===== config.mk =====
export PLATFORM = sky130hd
export DESIGN_NAME = chg_seq_ctrl
export DESIGN_NICKNAME = d
export VERILOG_FILES = /design/src/rtl/chg_seq_pkg.sv /design/src/rtl/chg_level_filter.sv /design/src/rtl/chg_phase_fsm.sv /design/src/rtl/chg_status_gen.sv /design/src/rtl/chg_seq_ctrl.sv
export SDC_FILE = /design/constraint.sdc
export NUM_CORES = 1
export LEC_CHECK = 0
export BUFFER_PORTS_ARGS = -buffer_cell sky130_fd_sc_hd__buf_4
export CORE_ASPECT_RATIO = 0.5
export CORE_UTILIZATION = 65
export DETAILED_ROUTE_END_ITERATION = 10
export PLACE_DENSITY = 0.91
export SYNTH_ARGS = -nofsm -noshare
export SYNTH_HDL_FRONTEND = slang
export SYNTH_HIERARCHICAL = 1
export SYNTH_SLANG_ARGS = --single-unit

===== constraint.sdc =====
create_clock -name clk -period 7.45 [get_ports clk]
set_input_delay 0.3725 -clock clk [delete_from_list [all_inputs] [get_ports clk]]
set_output_delay 0.3725 -clock clk [all_outputs]
set_load 0.01 [all_outputs]

===== src/rtl/chg_seq_pkg.sv =====
package chg_seq_pkg;

  typedef enum logic [2:0] {
    PH_WAIT  = 3'd0,
    PH_PRE   = 3'd1,
    PH_FAST  = 3'd2,
    PH_CV    = 3'd3,
    PH_DONE  = 3'd4,
    PH_SUSP  = 3'd5,
    PH_FAULT = 3'd6
  } phase_e;

  // Window length after scaling: floor(raw/div), never below one tick.
  function automatic int unsigned scale_ticks(input int unsigned raw,
                                              input int unsigned div);
    int unsigned q;
    q = (div == 0) ? raw : raw / div;
    return (q == 0) ? 1 : q;
  endfunction

  function automatic int unsigned max3(input int unsigned a,
                                       input int unsigned b,
                                       input int unsigned c);
    int unsigned m;
    m = (a > b) ? a : b;
    return (m > c) ? m : c;
  endfunction

  // Regulation loop selected by a phase: bit0 low-current, bit1 CC, bit2 CV.
  function automatic logic [2:0] loop_of(input phase_e ph);
    case (ph)
      PH_PRE:  return 3'b001;
      PH_FAST: return 3'b010;
      PH_CV:   return 3'b100;
      default: return 3'b000;
    endcase
  endfunction

endpackage


===== src/rtl/chg_level_filter.sv =====
module chg_level_filter #(
  parameter int unsigned HOLD_T = 3,
  parameter bit          INIT   = 1'b0
) (
  input  logic clk,
  input  logic rst_n,
  input  logic tick,
  input  logic raw,
  output logic filt
);
  localparam int CW = $clog2(HOLD_T + 1);

  logic [CW-1:0] cnt_q;
  logic          filt_q;

  always_ff @(posedge clk or negedge rst_n) begin
    if (!rst_n) begin
      cnt_q  <= '0;
      filt_q <= INIT;
    end else if (raw == filt_q) begin
      cnt_q <= '0;
    end else if (tick) begin
      if (cnt_q >= CW'(HOLD_T - 1)) begin
        filt_q <= raw;
        cnt_q  <= '0;
      end else begin
        cnt_q <= cnt_q + 1'b1;
      end
    end
  end

  assign filt = filt_q;
endmodule


===== src/rtl/chg_phase_fsm.sv =====
module chg_phase_fsm
  import chg_seq_pkg::*;
#(
  parameter int unsigned CONN_T     = 240,
  parameter int unsigned PRE_OK_T   = 100,
  parameter int unsigned FALL_T     = 10,
  parameter int unsigned EOC_T      = 100,
  parameter int unsigned PRE_MAX_T  = 1800000,
  parameter int unsigned FAST_MAX_T = 36000000
) (
  input  logic   clk,
  input  logic   rst_n,
  input  logic   tick,
  input  logic   in_ok,
  input  logic   bat_low,
  input  logic   i_low,
  input  logic   v_float,
  input  logic   en_ok,
  input  logic   temp_bad,
  output phase_e phase_q,
  output logic   age_hit,
  output logic   qual_hit
);
  localparam int unsigned AGE_MAX  = max3(CONN_T, PRE_MAX_T, FAST_MAX_T);
  localparam int          AGE_W    = $clog2(AGE_MAX + 1);
  localparam int unsigned QUAL_MAX = max3(PRE_OK_T, FALL_T, EOC_T);
  localparam int          QUAL_W   = $clog2(QUAL_MAX + 1);

  phase_e            phase_d;
  logic [AGE_W-1:0]  age_q, age_lim;
  logic [QUAL_W-1:0] qual_q, qual_lim;
  logic              age_on, qual_cond, keep_age, run_ok;

  // Per-phase window selection: phase age limit and exit qualifier.
  always_comb begin
    age_on    = 1'b0;
    age_lim   = '0;
    qual_cond = 1'b0;
    qual_lim  = '0;
    unique case (phase_q)
      PH_WAIT: begin
        age_on  = 1'b1;
        age_lim = AGE_W'(CONN_T);
      end
      PH_PRE: begin
        age_on    = 1'b1;
        age_lim   = AGE_W'(PRE_MAX_T);
        qual_cond = !bat_low;
        qual_lim  = QUAL_W'(PRE_OK_T);
      end
      PH_FAST: begin
        age_on    = 1'b1;
        age_lim   = AGE_W'(FAST_MAX_T);
        qual_cond = bat_low;
        qual_lim  = QUAL_W'(FALL_T);
      end
      PH_CV: begin
        age_on    = 1'b1;
        age_lim   = AGE_W'(FAST_MAX_T);
        qual_cond = i_low;
        qual_lim  = QUAL_W'(EOC_T);
      end
      default: ;
    endcase
  end

  assign age_hit  = age_on && tick && (age_q >= age_lim - 1'b1);
  assign qual_hit = qual_cond && tick && (qual_q >= qual_lim - 1'b1);
  assign run_ok   = en_ok && !temp_bad;

  always_comb begin
    phase_d = phase_q;
    if (!in_ok) begin
      phase_d = PH_WAIT;
    end else begin
      unique case (phase_q)
        PH_WAIT:  if (age_hit) phase_d = run_ok ? PH_PRE : PH_SUSP;
        PH_PRE: begin
          if (!run_ok)       phase_d = PH_SUSP;
          else if (age_hit)  phase_d = PH_FAULT;
          else if (qual_hit) phase_d = PH_FAST;
        end
        PH_FAST: begin
          if (!run_ok)       phase_d = PH_SUSP;
          else if (age_hit)  phase_d = PH_FAULT;
          else if (qual_hit) phase_d = PH_FAULT;
          else if (v_float)  phase_d = PH_CV;
        end
        PH_CV: begin
          if (!run_ok)       phase_d = PH_SUSP;
          else if (age_hit)  phase_d = PH_FAULT;
          else if (qual_hit) phase_d = PH_DONE;
        end
        PH_SUSP:  if (run_ok) phase_d = PH_PRE;
        PH_DONE:  if (!en_ok) phase_d = PH_SUSP;
        PH_FAULT: if (!en_ok) phase_d = PH_WAIT;
        default:  phase_d = PH_WAIT;
      endcase
    end
  end

  // The safety limit for CC spans the CV phase as well.
  assign keep_age = (phase_q == PH_FAST) && (phase_d == PH_CV);

  always_ff @(posedge clk or negedge rst_n) begin
    if (!rst_n) begin
      phase_q <= PH_WAIT;
      age_q   <= '0;
      qual_q  <= '0;
    end else begin
      phase_q <= phase_d;
      if (!in_ok || ((phase_d != phase_q) && !keep_age))
        age_q <= '0;
      else if (age_on && tick && (age_q < age_lim))
        age_q <= age_q + 1'b1;
      if ((phase_d != phase_q) || !qual_cond)
        qual_q <= '0;
      else if (tick && (qual_q < qual_lim))
        qual_q <= qual_q + 1'b1;
    end
  end
endmodule


===== src/rtl/chg_status_gen.sv =====
module chg_status_gen
  import chg_seq_pkg::*;
#(
  parameter int unsigned BLINK_T = 500
) (
  input  logic       clk,
  input  logic       rst_n,
  input  logic       tick,
  input  phase_e     phase,
  output logic [2:0] loop_en,
  output logic       stat_n
);
  localparam int BW = $clog2(BLINK_T + 1);

  logic [BW-1:0] blink_cnt_q;
  logic          blink_lvl_q;

  always_ff @(posedge clk or negedge rst_n) begin
    if (!rst_n) begin
      blink_cnt_q <= '0;
      blink_lvl_q <= 1'b0;
    end else if (phase != PH_FAULT) begin
      blink_cnt_q <= '0;
      blink_lvl_q <= 1'b0;
    end else if (tick) begin
      if (blink_cnt_q >= BW'(BLINK_T - 1)) begin
        blink_cnt_q <= '0;
        blink_lvl_q <= !blink_lvl_q;
      end else begin
        blink_cnt_q <= blink_cnt_q + 1'b1;
      end
    end
  end

  always_comb begin
    unique case (phase)
      PH_PRE, PH_FAST, PH_CV: stat_n = 1'b0;
      PH_FAULT:               stat_n = blink_lvl_q;
      default:                stat_n = 1'b1;
    endcase
  end

  assign loop_en = loop_of(phase);
endmodule


===== src/rtl/chg_seq_ctrl.sv =====
module chg_seq_ctrl
  import chg_seq_pkg::*;
#(
  parameter int unsigned CONN_MS     = 240,
  parameter int unsigned PRE_OK_MS   = 100,
  parameter int unsigned FALL_MS     = 10,
  parameter int unsigned EOC_MS      = 100,
  parameter int unsigned NTC_MS      = 100,
  parameter int unsigned EN_MS       = 30,
  parameter int unsigned PRE_MAX_MS  = 1800000,
  parameter int unsigned FAST_MAX_MS = 36000000,
  parameter int unsigned BLINK_MS    = 500,
  parameter int unsigned TICK_DIV    = 1
) (
  input  logic       clk,
  input  logic       rst_n,
  input  logic       tick,
  input  logic       in_ok,
  input  logic       bat_low,
  input  logic       i_low,
  input  logic       v_float,
  input  logic       ntc_hot,
  input  logic       ntc_cold,
  input  logic       chg_en,
  output logic [2:0] phase,
  output logic [2:0] loop_en,
  output logic       stat_n
);
  localparam int unsigned CONN_T     = scale_ticks(CONN_MS, TICK_DIV);
  localparam int unsigned PRE_OK_T   = scale_ticks(PRE_OK_MS, TICK_DIV);
  localparam int unsigned FALL_T     = scale_ticks(FALL_MS, TICK_DIV);
  localparam int unsigned EOC_T      = scale_ticks(EOC_MS, TICK_DIV);
  localparam int unsigned NTC_T      = scale_ticks(NTC_MS, TICK_DIV);
  localparam int unsigned EN_T       = scale_ticks(EN_MS, TICK_DIV);
  localparam int unsigned PRE_MAX_T  = scale_ticks(PRE_MAX_MS, TICK_DIV);
  localparam int unsigned FAST_MAX_T = scale_ticks(FAST_MAX_MS, TICK_DIV);
  localparam int unsigned BLINK_T    = scale_ticks(BLINK_MS, TICK_DIV);

  // Named internal events, visible to the bound checker.
  logic   en_ok_w, temp_bad_w, age_hit_w, qual_hit_w;
  phase_e phase_w;

  chg_level_filter #(.HOLD_T(EN_T), .INIT(1'b0)) en_filt_i (
    .clk(clk), .rst_n(rst_n), .tick(tick), .raw(chg_en), .filt(en_ok_w)
  );

  chg_level_filter #(.HOLD_T(NTC_T), .INIT(1'b0)) temp_filt_i (
    .clk(clk), .rst_n(rst_n), .tick(tick), .raw(ntc_hot | ntc_cold),
    .filt(temp_bad_w)
  );

  chg_phase_fsm #(
    .CONN_T(CONN_T), .PRE_OK_T(PRE_OK_T), .FALL_T(FALL_T), .EOC_T(EOC_T),
    .PRE_MAX_T(PRE_MAX_T), .FAST_MAX_T(FAST_MAX_T)
  ) fsm_i (
    .clk(clk), .rst_n(rst_n), .tick(tick), .in_ok(in_ok),
    .bat_low(bat_low), .i_low(i_low), .v_float(v_float),
    .en_ok(en_ok_w), .temp_bad(temp_bad_w),
    .phase_q(phase_w), .age_hit(age_hit_w), .qual_hit(qual_hit_w)
  );

  chg_status_gen #(.BLINK_T(BLINK_T)) stat_i (
    .clk(clk), .rst_n(rst_n), .tick(tick), .phase(phase_w),
    .loop_en(loop_en), .stat_n(stat_n)
  );

  assign phase = phase_w;
endmodule


# Word level (Yosys, flattened, before mapping)
# Index checks and enable logic that the tools add are counted.
# word_totals
reg_bits	60
in_bits	10
output_inout_bits	7
word_cells	107
# classes
add_sub_neg	7
n_lt_le_gt_ge	7
eq_ne	11
muxes	39
n_bitwise	3
reduce_logical	31
# op_table
op	count
$pmux 26 s3	1
$mux 26	2
$mux 3	16
$mux 7	5
$mux 9	3
$add 26x1->26 const B	1
$ge 26x26->1	1
$lt 26x26->1	1
$sub 26x1->26 const B	1
$pmux 3 s7	1
$mux 5	3
$add 7x1->7 const B	2
$pmux 7 s2	1
$reduce_bool 2->1	6
$add 9x1->9 const B	1
$eq 3x2->1 const B	3
$eq 3x3->1 const B	3
$ge 9x9->1 const B	1
$logic_and 1x1->1	9
$pmux 3 s3	1
$ge 7x7->1	1
$ge 7x7->1 const B	1
$lt 7x7->1	1
$sub 7x1->7 const B	1
other kinds (19)	32

# Depth between registers and ports, before layout
# depth
ltp_word	17
depth_mapped	15
ltp_nobuf	14

# Cells and area by module
# Netlist, hierarchy kept.
# modules_own_cells
mod	instances	cells_each	area_each_um2
chg_phase_fsm	1	464	3742.3
chg_status_gen	1	55	583.1
chg_level_filter at temp_filt_i	1	51	488.0
chg_level_filter at en_filt_i	1	36	380.4
chg_seq_ctrl	1	1	6.3

# Worst setup path before layout
# Ideal clock, no wire load.
# synth_path
path_kind	register to register
from	register fsm_i.phase_q[0]
to	register fsm_i.age_q[10]
setup_time_ns	0.138
arrival_time_ns	3.644
setup_slack_ns	3.668
path_stages_with_launch	16
path_buffers	2
period_less_slack_ns	3.782
cell_sequence	dfrtp_1 -> buf_1 -> nor3b_1 -> inv_1 -> ha_1 -> inv_1 -> ha_1 -> a211oi_1 -> nor2_1 -> o31a_1 -> a41o_1 -> o21ai_0 -> a221oi_2 -> nor3b_2 -> clkbuf_1 -> o22ai_1
# synth_between
elab_chain_cells	17
# synth_lines
item	line_no	source
start, declared	chg_phase_fsm.sv:20	output phase_e phase_q,
start signal, assigned	chg_phase_fsm.sv:111	phase_q <= phase_d;
$eq 3x1->1 or $eq 3x2->1 (tied branches)	chg_phase_fsm.sv:40	unique case (phase_q)
$reduce_or 2->1 (no line)	-	
$pmux 7 s2	chg_phase_fsm.sv:40	
$sub 7x1->7	chg_phase_fsm.sv:68	assign qual_hit = qual_cond && tick && (qual_q >= qual_lim - 1'b1);
$ge 7x7->1	chg_phase_fsm.sv:68	
$logic_and 1x1->1 (*)	chg_phase_fsm.sv:68	
named net qual_hit_w	chg_seq_ctrl.sv:40	logic en_ok_w, temp_bad_w, age_hit_w, qual_hit_w;
$mux 3 (on tied branches)	chg_phase_fsm.sv:92, chg_phase_fsm.sv:81, chg_phase_fsm.sv:86	
[2 not listed]	-	
$pmux 3 s7 (*)	chg_phase_fsm.sv:76	unique case (phase_q)
$mux 3 (*)	chg_phase_fsm.sv:73	if (!in_ok) begin
$eq 3x2->1	chg_phase_fsm.sv:103	assign keep_age = (phase_q == PH_FAST) && (phase_d == PH_CV);
$logic_and 1x1->1	chg_phase_fsm.sv:103	
$logic_not 1->1	chg_phase_fsm.sv:112	if (!in_ok || ((phase_d != phase_q) && !keep_age))
$logic_and 1x1->1 (*)	chg_phase_fsm.sv:112	
$logic_or 1x1->1 (*)	chg_phase_fsm.sv:112	
$mux 26 or $reduce_bool 2->1 (tied branches)	-	
end signal, assigned	chg_phase_fsm.sv:115	age_q <= age_q + 1'b1;
end, declared	chg_phase_fsm.sv:30	logic [AGE_W-1:0] age_q, age_lim;
# The timed path passes the listed nets; every way through them passes the cells marked *.
# A chain may end at the register's enable or synchronous reset.

# Final worst setup path
# layout_path
from	register fsm_i.phase_q[1]
to	register fsm_i.qual_q[5]
# layout_between
elab_chain_cells	14
# layout_lines
item	line_no	source
$eq 3x1->1 or $eq 3x2->1 (tied branches)	chg_phase_fsm.sv:40	
$reduce_or 2->1 (no line)	-	
$pmux 7 s2	chg_phase_fsm.sv:40	
$sub 7x1->7	chg_phase_fsm.sv:68	
$ge 7x7->1	chg_phase_fsm.sv:68	
$logic_and 1x1->1 (*)	chg_phase_fsm.sv:68	
named net qual_hit_w	chg_seq_ctrl.sv:40	
$mux 3 (on tied branches)	chg_phase_fsm.sv:92, chg_phase_fsm.sv:81, chg_phase_fsm.sv:86	
$mux 3 (on tied branches)	chg_phase_fsm.sv:91, chg_phase_fsm.sv:80, chg_phase_fsm.sv:85	
$mux 3 (on tied branches)	chg_phase_fsm.sv:90, chg_phase_fsm.sv:79, chg_phase_fsm.sv:84	
$pmux 3 s7 (*)	chg_phase_fsm.sv:76	
$mux 3 (*)	chg_phase_fsm.sv:73	
$ne 3x3->1 (*)	chg_phase_fsm.sv:116	if ((phase_d != phase_q) || !qual_cond)
$logic_or 1x1->1 (*)	chg_phase_fsm.sv:116	
$mux 7 or $reduce_bool 2->1 (tied branches)	-	
end signal, assigned	chg_phase_fsm.sv:119	qual_q <= qual_q + 1'b1;
end, declared	chg_phase_fsm.sv:31	logic [QUAL_W-1:0] qual_q, qual_lim;
# Marks and branches as above.

==> flow_metrics.env <==
export IMPL_setup_violations=0
export IMPL_crit_required_ns=7.68
export IMPL_drc_errors=0
export IMPL_grt_first_pass_wirelength_mm=21.7
export IMPL_cts_tree="done"
export IMPL_die_w_um=128
export IMPL_grt_max_degree=61
export IMPL_final_setup_skew_ns=0.00514
export IMPL_powerDensity_mw_per_mm2=152
export IMPL_cts_root_buf="clkbuf_16"
export IMPL_final_cell_area_mm2=0.00565
export IMPL_synth_warnings=6
export IMPL_run_status="completed"
export IMPL_ios=17
export IMPL_cp_slowest_cell="dfrtp_1"
export IMPL_area_growth_pct=8.77
export IMPL_maxCapViolations=0
export IMPL_rsz0062_at_grt="no"
export IMPL_io_buffers=16
export IMPL_synth_area_mm2=0.00519
export IMPL_first_pass_iters=6
export IMPL_hpwl_mm=8.33
export IMPL_routed_via_density=6.71
export IMPL_critPathLaunchType="flop"
export IMPL_syn_num_nets=674
export IMPL_grt_pass1_vias=4584
export IMPL_finalSetupTns_ns=0
export IMPL_routedWlPerCell_um=17.6
export IMPL_ctsHoldBuffers=0
export IMPL_grt_usage_pct=32.9
export IMPL_die_h_um=65.2
export IMPL_hold_viol=0
export IMPL_fin_crit_sh_pct=62.3
export IMPL_reg2reg_from="fsm_i/phase_q[1]$_DFF_PN0_"
export IMPL_arrival_ns=4.86
export IMPL_n_antenna_cell=0
export IMPL_cp_max_fo=33
export IMPL_worstHoldPathType="primary input to asynchronous set/reset pin"
export IMPL_cts_sinks=60
export IMPL_critPathTopFamily="compound AO/OA/AOI/OAI gates"
export IMPL_grt_overflow_total=0
export IMPL_relSlewSlack_pct=34.3
export IMPL_finalMaxSlewViolations=0
export IMPL_power_leakage_uw=0.00245
export IMPL_crit_chain="nor3b_1 -> inv_1 -> ha_1 -> inv_1 -> ha_1 -> a211oi_1 -> nor2_1 -> o31a_1 -> o31a_1 -> a211o_1 -> a221oi_2 -> nor3b_4 -> buf_4 -> a211oi_1"
export IMPL_route_vias_total=4853
export IMPL_tightest_slew_ns=0.985
export IMPL_avgSynthCellArea_um2=8.58
export IMPL_end_kind="flop"
export IMPL_dieArea_mm2=0.00837
export IMPL_nets=679
export IMPL_cts_resized=0
export IMPL_fp_row_count=22
export IMPL_coreArea_mm2=0.00751
export IMPL_worstRegToRegCells=14
export IMPL_drt_total_wl_mm=12.7
export IMPL_slowest_delay_ns=0.83
export IMPL_h_tree_depth=3
export IMPL_cts_setup_buffers=0
export IMPL_cts_reportedPaths_clkPinSlew_ns=0.05
export IMPL_netlist_instances=605
export IMPL_antenna_found_initial=0
export IMPL_first_iter_violations=568
export IMPL_insertion_delay_ns=0.34
export IMPL_ir_worst_vdd_uv=107
export IMPL_crit_type="flop to flop"
export IMPL_drive_above_1_share_pct=9.43
export IMPL_placed_cell_area_mm2=0.00536
export IMPL_initial_core_util_pct=69.1
export IMPL_startpoint="fsm_i/phase_q[1]$_DFF_PN0_"
export IMPL_gp_congestion=0.915
export IMPL_worst_path_buf_inv=3
export IMPL_fmax_mhz=216
export IMPL_crit_cells=14
export IMPL_ant_nets=0
export IMPL_clockBufferDepth=2
export IMPL_period_needed_ns=4.64
export IMPL_numCtsBuffers=9
[stage by stage]
step	hold slack [ns]	instances	power [µW]	util [%]	worst slack (ns)
3_3_place_gp	0.497	707	458	71.4	3.20
3_5_place_dp	0.508	707	466	71.4	2.95
4_1_cts	0.154	723	862	75.1	2.83
5_1_grt	0.190	723	890	75.1	2.54
6_report	0.120	723	858	75.1	2.81
2_1_floorplan	0.0769	605	432	-	3.67
[state kept, by name, summed over array words and instances, names as in the netlist]
signal              flops
en_filt_i/cnt_q         5
en_filt_i/filt          1
fsm_i/age_q            26
fsm_i/phase_q           3
fsm_i/qual_q            7
stat_i/blink_cnt_q      9
stat_i/blink_lvl_q      1
temp_filt_i/cnt_q       7
temp_filt_i/filt        1
[worst paths after layout]
check                           slack (ns)                                 to
min in group clk                      0.30         en_filt_i/filt$_DFFE_PN0P_
worst max register to register        2.81        fsm_i/qual_q[5]$_DFFE_PN0P_
worst min register to register        0.55  stat_i/blink_cnt_q[8]$_DFFE_PN0P_
max in group asynchronous             6.81   temp_filt_i/cnt_q[0]$_DFFE_PN0P_
worst max-delay path                  2.81        fsm_i/qual_q[5]$_DFFE_PN0P_
worst min-delay path                  0.12         fsm_i/age_q[2]$_DFFE_PN0P_
[per-layer routing]
metal	wire length [µm]	global-route usage (%)	share of wire (%)
met5	0	0	0
met3	919	7.65	7.2
met1	5640	42.4	44
met2	5890	54.0	46
met4	252	12.8	2.0
[power breakdown]
group | switching (µW) | internal (µW) | leakage [µW]
combinational | 55.0 | 37.4 | 0.00148
clock | 143 | 252 | 0.000140
sequential | 28.1 | 343 | 0.000830
total | 226 | 632 | 0.00245
[layout by cell type (no fill, tap or decap), types with 19 or more instances in the layout]
cell type	n
inv_1	19
a21oi_1	32
nor3_1	20
ha_1	59
nor2_1	31
o22ai_1	27
dfrtp_1	60
o21ai_0	45
nand2_1	59
buf_4	20
xor2_1	19
nand3_1	24
[area by class of cell]
cell class	count	area, µm²
multi-input combinational	500	3510
fill	520	1870
sequential	60	1500
clock buffer	15	278
timing repair buffer	20	150
tap	108	135
inverter	19	71.3
clock inverter	1	5.00
Note: power is estimated with default switching activity, not from simulation.
